[config.mk]
export PLATFORM = sky130hd
export DESIGN_NAME = updown_pwm_aq
export DESIGN_NICKNAME = d
export VERILOG_FILES = /design/src/rtl/updown_pwm_aq.sv
export SDC_FILE = /design/constraint.sdc
export NUM_CORES = 1
export LEC_CHECK = 0
export ABC_AREA = 0
export BUFFER_PORTS_ARGS = -buffer_cell sky130_fd_sc_hd__buf_2
export CORE_MARGIN = 1
export CORE_UTILIZATION = 26
export DETAILED_ROUTE_END_ITERATION = 6
export PLACE_DENSITY = 0.48
export SYNTH_ARGS = -nofsm -noshare
export SYNTH_HDL_FRONTEND = slang
export SYNTH_SLANG_ARGS = --single-unit
[constraint.sdc]
create_clock -name clk -period 5.3 [get_ports clk]
set_input_delay 1.06 -clock clk [delete_from_list [all_inputs] [get_ports clk]]
set_output_delay 1.06 -clock clk [all_outputs]
set_load 0.02 [all_outputs]
[src/rtl/updown_pwm_aq.sv]
module updown_pwm_aq #(
  parameter int CW = 16,
  parameter int AW = 3
) (
  input  logic          clk,
  input  logic          rst_n,
  input  logic          tb_en,
  input  logic          wr_en,
  input  logic [AW-1:0] wr_addr,
  input  logic [CW-1:0] wr_data,
  output logic          pwm_a,
  output logic          pwm_b,
  output logic [CW-1:0] cnt,
  output logic          cnt_up
);

  localparam int QW = 12;
  localparam logic [AW-1:0] A_PRD  = AW'(0);
  localparam logic [AW-1:0] A_CMPA = AW'(1);
  localparam logic [AW-1:0] A_CMPB = AW'(2);
  localparam logic [AW-1:0] A_AQA  = AW'(3);
  localparam logic [AW-1:0] A_AQB  = AW'(4);
  localparam logic [AW-1:0] A_CTRL = AW'(5);

  logic [CW-1:0] prd_q, sh_a_q, sh_b_q, ac_a_q, ac_b_q, cnt_q, cnt_d;
  logic [QW-1:0] aq_a_q, aq_b_q;
  logic [1:0]    shd_q, code_a, code_b;
  logic          up_q, up_d, pa_q, pb_q;
  logic          at_zero, at_prd, hit_a, hit_b;

  function automatic logic [1:0] pick(input logic [QW-1:0] q, input logic z,
                                      input logic p, input logic ha,
                                      input logic hb, input logic u);
    logic [1:0] r, f;
    r = 2'b00;
    f = u ? q[5:4] : q[7:6];
    if (ha && f != 2'b00) r = f;
    f = u ? q[9:8] : q[11:10];
    if (hb && f != 2'b00) r = f;
    if (p && q[3:2] != 2'b00) r = q[3:2];
    if (z && q[1:0] != 2'b00) r = q[1:0];
    return r;
  endfunction

  function automatic logic apply(input logic cur, input logic [1:0] c);
    case (c)
      2'b01:   return 1'b0;
      2'b10:   return 1'b1;
      2'b11:   return ~cur;
      default: return cur;
    endcase
  endfunction

  assign at_zero = (cnt_q == '0);
  assign at_prd  = (cnt_q == prd_q);
  assign hit_a   = (cnt_q == ac_a_q);
  assign hit_b   = (cnt_q == ac_b_q);
  assign code_a  = pick(aq_a_q, at_zero, at_prd, hit_a, hit_b, up_q);
  assign code_b  = pick(aq_b_q, at_zero, at_prd, hit_a, hit_b, up_q);

  always_comb begin
    cnt_d = cnt_q;
    up_d  = up_q;
    if (prd_q == '0) begin
      cnt_d = '0;
      up_d  = 1'b1;
    end else if (up_q) begin
      if (cnt_q >= prd_q) begin
        up_d  = 1'b0;
        cnt_d = cnt_q - 1'b1;
      end else begin
        cnt_d = cnt_q + 1'b1;
      end
    end else if (at_zero) begin
      up_d  = 1'b1;
      cnt_d = CW'(1);
    end else begin
      cnt_d = cnt_q - 1'b1;
    end
  end

  always_ff @(posedge clk) begin
    if (!rst_n) begin
      cnt_q <= '0;
      up_q  <= 1'b1;
      pa_q  <= 1'b0;
      pb_q  <= 1'b0;
    end else if (tb_en) begin
      cnt_q <= cnt_d;
      up_q  <= up_d;
      pa_q  <= apply(pa_q, code_a);
      pb_q  <= apply(pb_q, code_b);
    end
  end

  always_ff @(posedge clk) begin
    if (!rst_n) begin
      prd_q  <= '0;
      sh_a_q <= '0;
      sh_b_q <= '0;
      ac_a_q <= '0;
      ac_b_q <= '0;
      aq_a_q <= '0;
      aq_b_q <= '0;
      shd_q  <= 2'b11;
    end else begin
      if (wr_en && wr_addr == A_PRD)  prd_q  <= wr_data;
      if (wr_en && wr_addr == A_AQA)  aq_a_q <= wr_data[QW-1:0];
      if (wr_en && wr_addr == A_AQB)  aq_b_q <= wr_data[QW-1:0];
      if (wr_en && wr_addr == A_CTRL) shd_q  <= wr_data[1:0];
      if (wr_en && wr_addr == A_CMPA) sh_a_q <= wr_data;
      if (wr_en && wr_addr == A_CMPB) sh_b_q <= wr_data;
      if (wr_en && wr_addr == A_CMPA && !shd_q[0])
        ac_a_q <= wr_data;
      else if (tb_en && at_zero && shd_q[0])
        ac_a_q <= sh_a_q;
      if (wr_en && wr_addr == A_CMPB && !shd_q[1])
        ac_b_q <= wr_data;
      else if (tb_en && at_zero && shd_q[1])
        ac_b_q <= sh_b_q;
    end
  end

  assign pwm_a  = pa_q;
  assign pwm_b  = pb_q;
  assign cnt    = cnt_q;
  assign cnt_up = up_q;

endmodule

==> impl_metrics.tcl <==
set metrics [dict create \
    outcome "completed" \
    cp_max_fo 17 \
    portBuffers 41 \
    drt-total-wl_um 21000 \
    async_reset_ff_share_pct 0 \
    dieWidth_um 159 \
    critPathLaunchType "flop" \
    htreeDepth 4 \
    ctsResizeCount 0 \
    fill_cells 2651 \
    ys_seq_area_share_pct 38.9 \
    grt_pass1_vias 5402 \
    ant_nets 0 \
    grt_max_degree 56 \
    critical_path_class "reg -> reg" \
    syn2layout_area_growth_pct 16.1 \
    synth.distinct_cells 55 \
    post-route-util_pct 30.8 \
    overflow 0 \
    finalSetupViolations 0 \
    period_minus_slack_ns 3.12 \
    drt_first_pass_iters 4 \
    slew-limit-headroom_pct 29.0 \
    die_h_um 159 \
    first_iter_violations 399 \
    tightest_slew_ns 1.06 \
    ir_drop_uv 264 \
    avgSynthCellArea_um2 7.77 \
    post_route_cells_drive_above_1_share_pct 10.6 \
    final_hold_viol_count 0 \
    rows 57 \
    synthCells 827 \
    core_area_mm2 0.0242 \
    p_per_area_mw_per_mm2 522 \
    synth_enable_flop_cells 0 \
    final_common_cell "nand2_1" \
    ys_ff_latch 125 \
    place_hpwl_um 14600 \
    cts-root-buf "clkbuf_16" \
    pin_count 42 \
    drv_cap 0 \
    fmax_mhz 321 \
    clockBufferDepth 2 \
    drcViolationCount 0 \
    synth.net_count 869 \
    clk_pin_slew_ns 0.06 \
    hold_class "reg -> reg" \
    cts.sinks 125 \
    synth_warnings 0 \
    cp.arrival_ns 3.49 \
    cellLeakagePower_uw 0.00286 \
    drv_slew 0 \
    synthFlopType "dfxtp_1" \
    antenna_found_initial 0 \
    n_antenna_cell 0 \
    grtUsageTotal_pct 16.8 \
    cts_tree "done" \
    required_ns 5.67 \
    nNetsFinal 878 \
    post-cts-setup-buffer-count 0 \
    cts_buffers 17 \
    cts_hold_buf 0 \
    gp_congestion 0.864 \
    vias_per_cell 4.96 \
    most-common-layout-cells "nand2_1, dfxtp_1, a21oi_1, nor2_1, buf_2" \
    clock_latency_ns 0.42 \
    setup_tns_ns 0 \
    initial_core_util_pct 26.5 \
    finClkSkew_ns 0.0106 \
    end_kind "flop" \
    vias 5816 \
    grt_pass1_wl_um 32300 \
    grt_setup_unrepaired "false" \
    wl_per_cell_um 17.9 \
    syn_area_mm2 0.00642 \
    period_share_pct 58.9 \
    die_area_mm2 0.0253 \
]
-- worst paths after layout --
check | endpoint | slack, ns | cells after the start | from
setup / recovery | cnt[10] | 2.18 | 9 | cnt[8]
hold / removal | sh_a_q[3] | 0.46 | 2 | sh_a_q[3]
setup reg to reg | cnt[10] | 2.18 | 9 | cnt[8]
hold reg to reg | sh_a_q[3] | 0.46 | 2 | sh_a_q[3]
-- power by group --
part           switching (µW)  total (µW)  internal, µW
registers                 205        1240          1040
clock network             432        1290           858
logic                     837        1360           525
-- cell families after synthesis --
family                     count (synthesis)  synth area share (%)
AOI/OAI and AO/OA                        183                  19.2
buffers and inverters                     81                  5.47
adders and majority gates                 19                  3.70
xor gates and xnor gates                  33                  4.50
DFF                                      125                  38.9
muxes                                     19                  2.98
and+or+nand+nor                          367                  25.2
-- synth_stat cells, drive strengths merged, types with 3 or more instances --
master    n  area share [%]
or3      10             1.1
a311oi   10             1.4
buf      12             1.4
dfxtp   125              39
a221oi    3            0.41
o21ba     3            0.47
nor4     18             1.8
nor2b     3            0.29
nand2b    5            0.49
and3      6            0.58
and2      4            0.39
nand3    17             1.3
and4      3            0.41
or2       4            0.39
a21boi   37             4.3
nand2   211              12
o31ai     3            0.43
xor2     33             4.5
ha       19             3.7
o21ai    12            0.93
mux2i    18             2.8
clkbuf   43             2.5
nor3     13             1.3
a31oi     6            0.58
nand4    11             1.1
o221ai   12             1.6
nor2     60             3.5
a21oi    67             5.2
a22oi    12             1.4
inv      24             1.4
-- worst max-delay path: stages (launching register included) --
cell and delay [ns]:
dfxtp_1 0.76, ha_1 0.34, nand4_1 0.17, nor2_1 0.08
a221oi_1 0.50, nand3_1 0.14, buf_4 0.25, or2_2 0.32
a2111o_1 0.41, nand3_1 0.08
-- metrics by stage --
stage,power (µW),setup slack [ns],instances,area (µm²),hold WS (ns)
floorplan,2260,2.44,827,6420,0.436
global placement,2620,1.96,1141,6810,0.444
detailed placement,2620,1.93,1141,6810,0.450
CTS,3930,2.19,1173,7460,0.457
global route,4120,2.02,1173,7460,0.473
finish,3890,2.18,1173,7460,0.456
-- layout make-up --
type / instances / area (µm²) / share of cell area [%]
flip-flops and latches: 125 / 2500 / 33.5
clock inverters: 11 / 188 / 2.52
well taps: 324 / 405 / 5.43
repair buffers: 45 / 235 / 3.15
multi-input cells: 621 / 3570 / 47.9
inverters: 26 / 97.6 / 1.31
clock buffers: 21 / 460 / 6.17
-- sequential cells by signal, summed over array words and instances, names as in the netlist, 12 cells and up --
signal	cells
sh_a_q	16
ac_b_q	16
aq_a_q	12
prd_q	16
sh_b_q	16
cnt	16
aq_b_q	12
ac_a_q	16
-- layer usage --
metal | track usage, % | vias to the layer above | part of all wire [%]
li1 | - | 2887 | -
met1 | 22.3 | 2751 | 48
met2 | 26.7 | 141 | 46
met3 | 2.74 | 37 | 3.7
met4 | 7.34 | 0 | 2.9
met5 | 0 | - | 0
Note: power is estimated with default switching activity, not from simulation.
